File: src/rtl/chanctl_pkg.sv
package chanctl_pkg;

    // Per-channel LED mode: 2-bit field, 00 = on, 11 = off
    typedef enum logic [1:0] {
        LED_STEADY = 2'b00,
        LED_FAST   = 2'b01,
        LED_SLOW   = 2'b10,
        LED_DARK   = 2'b11
    } led_mode_e;

    // Controller clock selection, register bits [1:0]
    typedef enum logic [1:0] {
        CLK_16M = 2'b00,
        CLK_10M = 2'b01,
        CLK_21M = 2'b10,
        CLK_8M  = 2'b11
    } clk_sel_e;

    localparam int CLK_FIELD_W = 2;
    localparam int LED_FIELD_W = 2;

endpackage

File: src/rtl/chanctl_prescaler.sv
module chanctl_prescaler #(
    parameter int FAST_HALF_CYC = 12_500_000,
    parameter int SLOW_RATIO    = 4
) (
    input  logic clk,
    input  logic rst_n,
    output logic fast_ph,
    output logic slow_ph
);
    localparam int CW = $clog2(FAST_HALF_CYC + 1);
    localparam int SW = $clog2(SLOW_RATIO + 1);
    localparam logic [CW-1:0] CNT_LAST = CW'(FAST_HALF_CYC - 1);
    localparam logic [SW-1:0] SUB_LAST = SW'(SLOW_RATIO - 1);

    logic [CW-1:0] cnt_q;
    logic [SW-1:0] sub_q;
    logic          fast_wrap;
    logic          slow_wrap;

    assign fast_wrap = (cnt_q == CNT_LAST);
    assign slow_wrap = fast_wrap && (sub_q == SUB_LAST);

    always_ff @(posedge clk or negedge rst_n) begin
        if (!rst_n) begin
            cnt_q <= '0;
        end else if (fast_wrap) begin
            cnt_q <= '0;
        end else begin
            cnt_q <= cnt_q + 1'b1;
        end
    end

    always_ff @(posedge clk or negedge rst_n) begin
        if (!rst_n) begin
            sub_q <= '0;
        end else if (slow_wrap) begin
            sub_q <= '0;
        end else if (fast_wrap) begin
            sub_q <= sub_q + 1'b1;
        end
    end

    always_ff @(posedge clk or negedge rst_n) begin
        if (!rst_n) begin
            fast_ph <= 1'b0;
            slow_ph <= 1'b0;
        end else begin
            if (fast_wrap) fast_ph <= ~fast_ph;
            if (slow_wrap) slow_ph <= ~slow_ph;
        end
    end

endmodule

File: src/rtl/chanctl_led_drv.sv
module chanctl_led_drv
    import chanctl_pkg::*;
(
    input  led_mode_e mode,
    input  logic      fast_ph,
    input  logic      slow_ph,
    output logic      led_o
);
    always_comb begin
        unique case (mode)
            LED_STEADY: led_o = 1'b1;
            LED_FAST:   led_o = fast_ph;
            LED_SLOW:   led_o = slow_ph;
            LED_DARK:   led_o = 1'b0;
            default:    led_o = 1'b0;
        endcase
    end

endmodule

File: src/rtl/chanctl_ccr_reg.sv
module chanctl_ccr_reg #(
    parameter int              W       = 8,
    parameter logic [W-1:0]    RST_VAL = '1
) (
    input  logic         clk,
    input  logic         rst_n,
    input  logic         wr_en,
    input  logic [W-1:0] wr_data,
    output logic [W-1:0] q
);
    always_ff @(posedge clk or negedge rst_n) begin
        if (!rst_n) begin
            q <= RST_VAL;
        end else if (wr_en) begin
            q <= wr_data;
        end
    end

endmodule

File: src/rtl/chanctl_reg.sv
module chanctl_reg
    import chanctl_pkg::*;
#(
    parameter int NUM_CH        = 2,
    parameter int FAST_HALF_CYC = 12_500_000,
    parameter int SLOW_RATIO    = 4
) (
    input  logic                                     clk,
    input  logic                                     rst_n,
    input  logic                                     wr_en,
    input  logic [CLK_FIELD_W+NUM_CH*(1+LED_FIELD_W)-1:0] wr_data,
    output logic [CLK_FIELD_W+NUM_CH*(1+LED_FIELD_W)-1:0] rd_data,
    output logic [CLK_FIELD_W-1:0]                   clk_sel,
    output logic [NUM_CH-1:0]                        chan_rst,
    output logic [NUM_CH-1:0]                        led
);
    localparam int REG_W   = CLK_FIELD_W + NUM_CH * (1 + LED_FIELD_W);
    localparam int RST_LSB = CLK_FIELD_W;
    localparam int LED_LSB = CLK_FIELD_W + NUM_CH;
    // Reset value: 16 MHz, every channel in reset, every LED dark
    localparam logic [REG_W-1:0] RST_VAL =
        {{(NUM_CH*LED_FIELD_W){1'b1}}, {NUM_CH{1'b1}}, CLK_16M};

    logic [REG_W-1:0] ccr_q;
    logic             fast_ph;
    logic             slow_ph;

    chanctl_ccr_reg #(
        .W       (REG_W),
        .RST_VAL (RST_VAL)
    ) u_ccr (
        .clk     (clk),
        .rst_n   (rst_n),
        .wr_en   (wr_en),
        .wr_data (wr_data),
        .q       (ccr_q)
    );

    chanctl_prescaler #(
        .FAST_HALF_CYC (FAST_HALF_CYC),
        .SLOW_RATIO    (SLOW_RATIO)
    ) u_presc (
        .clk     (clk),
        .rst_n   (rst_n),
        .fast_ph (fast_ph),
        .slow_ph (slow_ph)
    );

    assign rd_data  = ccr_q;
    assign clk_sel  = ccr_q[CLK_FIELD_W-1:0];
    assign chan_rst = ccr_q[RST_LSB +: NUM_CH];

    for (genvar c = 0; c < NUM_CH; c++) begin : g_led
        led_mode_e mode_c;
        assign mode_c = led_mode_e'(ccr_q[LED_LSB + LED_FIELD_W*c +: LED_FIELD_W]);

        chanctl_led_drv u_drv (
            .mode    (mode_c),
            .fast_ph (fast_ph),
            .slow_ph (slow_ph),
            .led_o   (led[c])
        );
    end

endmodule

File: config.mk
export PLATFORM = sky130hd
export DESIGN_NAME = chanctl_reg
export DESIGN_NICKNAME = d
export VERILOG_FILES = /design/src/rtl/chanctl_pkg.sv /design/src/rtl/chanctl_prescaler.sv /design/src/rtl/chanctl_led_drv.sv /design/src/rtl/chanctl_ccr_reg.sv /design/src/rtl/chanctl_reg.sv
export SDC_FILE = /design/constraint.sdc
export NUM_CORES = 1
export LEC_CHECK = 0
export BUFFER_PORTS_ARGS = -buffer_cell sky130_fd_sc_hd__buf_2
export CAP_MARGIN = 20
export CORE_ASPECT_RATIO = 1.4
export CORE_MARGIN = 4
export CORE_UTILIZATION = 56
export CTS_CLUSTER_SIZE = 24
export DETAILED_ROUTE_END_ITERATION = 16
export PLACE_DENSITY = 0.78
export SLEW_MARGIN = 0
export SYNTH_ARGS = -nofsm -noshare
export SYNTH_HDL_FRONTEND = slang
export SYNTH_HIERARCHICAL = 1
export SYNTH_SLANG_ARGS = --single-unit
File: constraint.sdc
create_clock -name clk -period 2.1 [get_ports clk]
set_input_delay 0.42 -clock clk [delete_from_list [all_inputs] [get_ports clk]]
set_output_delay 0.42 -clock clk [all_outputs]
set_load 0.05 [all_outputs]
==> metrics.md <==
| Metric | Value |
|---|---|
| Fin. Hold Viols | 0 |
| Share of layout cells above drive strength 1 | 0.302 |
| Async S/R FF share, synth | 1.00 |
| Vias/cell | 5.60 |
| Sequential share of the synthesized area | 0.515 |
| Antenna violations before repair | 0 |
| Clk Latency, worst-skew pair | 0.29 ns |
| CP startpoint kind | flop |
| DR vias | 1,277 |
| First-pass GRT wire length | 5770 um |
| Ant. Diodes | 0 |
| Hold Path Class | input port to asynchronous set/reset pin |
| Overflow after GRT | 0 |
| Post-route antenna net violation count | 0 |
| Most frequent cells in the layout | dfrtp_1, buf_2, nand2_1 |
| Number of global-route vias before repair | 1,307 |
| Synth Area per Inst | 11.3 um^2 |
| Core ar. | 3120 um^2 |
| Nets | 201 |
| Simple-gate portion of the synthesized area | 0.217 |
| Total wire length | 3380 um |
| Worst reg-to-reg setup slack | 0.12 ns |
| Distinct cells, synth | 36 |
| Leak | 0.930 nW |
| DR WL/cell | 14.8 um |
| Top cell type's share of synthesized area | 0.428 |
| Worst endpoint required time | 2.31 ns |
| Crit path kind | flop to flop |
| RD Place Congestion | 0.853 |
| Sw Ratio | 0.271 |
| DRT Pass-1 Iters | 4 |
| Mapped Nets | 174 |
| Worst Path Max Fanout | 9 |
| Slew Viols, Final | 0 |
| # clock sinks | 37 |
| Outcome | completed |
| Post-synthesis mux area share | 0.0725 |
| Cells after Synth | 161 |
| Worst Path Arrival | 2.19 ns |
| Site Rows | 24 |
| # port buffers | 24 |
| Fin cells | 228 |
| Clock power share | 0.330 |
| Least-Margin Pin Slew | 0.777 ns |
| Largest family of logic cells by synthesized area | simple AND/OR/NAND/NOR gates |
| Final Cycle Share | 0.941 |
| Cell Pwr Density | 685 nW/um^2 |
| Gate power share | 0.135 |
| Register bit count reported by yosys | 37 |
| Fmax | 506 MHz |
| Hold_buf cts | 0 |
| Initial DRC count | 59 |
| Max-slew headroom | 0.482 |
| Synth Area in Compound Gates | 0.0656 |
| Adder-Cell Fraction of Synth Area | 0.0138 |
| Total CTS buffers | 5 |
| Cell Area, Synth | 1810 um^2 |
| Ys Warns | 6 |
| Area of the die | 4220 um^2 |
| FF-to-FF Start | u_presc/cnt_q[0]$_DFF_PN0_ |
| Dpl hpwl | 2490 um |
| Synth Area in XOR/XNOR | 0.0822 |
| CTS clk-pin slew, worst paths | 0.07 ns |
| Clock Skews | 0.00598 ns |
| Util after Layout | 0.654 |
| CTS tree | built |
| GRT Total Usage | 0.179 |
| Max H-tree Level | 2 |
| RR Endpoint | u_presc/cnt_q[20]$_DFF_PN0_ |
| Reg power frac | 0.535 |
| Post-placement cell count | 220 |
| Total negative setup slack | 0 ns |
| Ys flop type | dfrtp_1 |
| EDFF count, synth | 0 |
| Max VDD drop | 0.444 mV |
| CP endpoint kind | flop |
| Final setup viols | 0 |
| Pint | 0.00102 W |
| Drt drc | 0 |
| Die height | 75.3 um |
| Max clock buf depth | 2 |
| RSZ-0062 raised after global routing | false |
| # IOs | 25 |
| Max-Cap Viols | 0 |
| Critical Path Start | u_presc/cnt_q[0]$_DFF_PN0_ |
| Worst r2r path cells | 5 |
| Largest area contributor in the netlist | dfrtp_1 |
| Clk root buf | clkbuf_8 |
| Die span in x | 56.1 um |
| Top cells by area, synth | dfrtp_1, dfstp_2, mux2_4 |
| Fill cells | 226 |
| Switch Pwr | 0.000379 W |
| Area growth syn-to-layout | 12.8% |
| Initial Util | 0.580 |
| Commonest non-fill, non-tap cell in the layout | dfrtp_1 |
| Min Tclk post-route | 1.98 ns |
| Pin count of the biggest net entering global routing | 38 |
[per-layer routing]
metal / share of wire / wire length [um] / track usage / up-vias
met4: 0.033 / 112 / 0.106 / 0
met5: 0 / 0 / 0 / -
met3: 0.047 / 158 / 0.0492 / 9
met1: 0.41 / 1390 / 0.198 / 607
met2: 0.51 / 1720 / 0.311 / 35
li1: - / - / - / 626
[critical path, cell delays in order (launching register included)]
cell	delay (ns)
dfrtp_1	0.40
ha_1	0.26
nand3_4	0.14
or3_1	0.44
or4_1	0.50
a21oi_1	0.17
[how the worst max path moves through the flow]
| stage | depth (start not counted) | end |
|---|---|---|
| finish | 5 | u_presc/cnt_q[20]$_DFF_PN0_ |
| CTS | 5 | u_presc/cnt_q[20]$_DFF_PN0_ |
| global route | 5 | u_presc/cnt_q[20]$_DFF_PN0_ |
| floorplan | 6 | u_presc/cnt_q[10]$_DFF_PN0_ |
| detailed placement | 5 | u_presc/cnt_q[20]$_DFF_PN0_ |
| global placement | 5 | u_presc/cnt_q[20]$_DFF_PN0_ |
[synthesized netlist by cell type, types with 2 or more instances]
cell / n
or3_1: 6
nand3_1: 9
nor2_1: 10
xnor2_1: 9
dfstp_2: 6
xor2_1: 8
nor4_1: 4
nand2_1: 11
nor3_1: 2
o31ai_1: 3
nand2b_1: 2
o21ai_0: 5
nor2b_2: 2
or2_2: 2
a21oi_1: 8
a21oi_2: 2
and4_1: 4
ha_1: 2
mux2_4: 8
dfrtp_1: 31
buf_4: 4
inv_1: 3
nor4b_1: 2
nand4_1: 4
or4_1: 3
[power by group through the flow]
stage	logic [W]	clock network [W]	registers, W
final	0.000189	0.000461	0.000749
after global routing	0.000197	0.000517	0.000751
after CTS	0.000192	0.000474	0.000749
after detailed placement	0.000191	0	0.000762
after global placement	0.000189	0	0.000761
after floorplan	0.0000933	0	0.000819
[logic make-up after synthesis]
family	Yosys count
AO/OA/AOI/OAI	20
multiplexers	9
AND/OR/NAND/NOR	66
adder cells (fa/ha/maj)	2
XOR/XNOR	17
flip-flops	37
buffers and inverters	10
[timing repair]
action                     CTS  global route
setup endpoints to repair    0             1
setup buffers                0             0
resized for setup            0             1
[registers in the layout, indices dropped and copies added (netlist names)]
register	flops
u_presc/cnt_q	24
u_presc/slow_ph	1
u_ccr/q	8
u_presc/sub_q	3
u_presc/fast_ph	1
[through the flow]
step                total power, W  setup slack, ns  hold WS [ns]  instance area, um^2
floorplan                 0.000913            0.217         0.124                 1810
global placement          0.000951            0.226         0.480                 1950
detailed placement        0.000953            0.103         0.492                 1950
CTS                        0.00142           0.0871         0.238                 2040
global route               0.00146           0.0245         0.264                 2040
finish                     0.00140            0.123         0.205                 2040
[layout make-up]
class,count,area (um^2),share of cell area
clock buffers,6,72.6,0.0355
clock inverters,2,10.0,0.00490
inverters,3,11.3,0.00551
multi-input cells,114,825,0.404
flip-flops and latches,37,933,0.457
well taps,39,48.8,0.0239
repair buffers,27,143,0.0698
No activity file was read; power rests on OpenSTA's default activity.
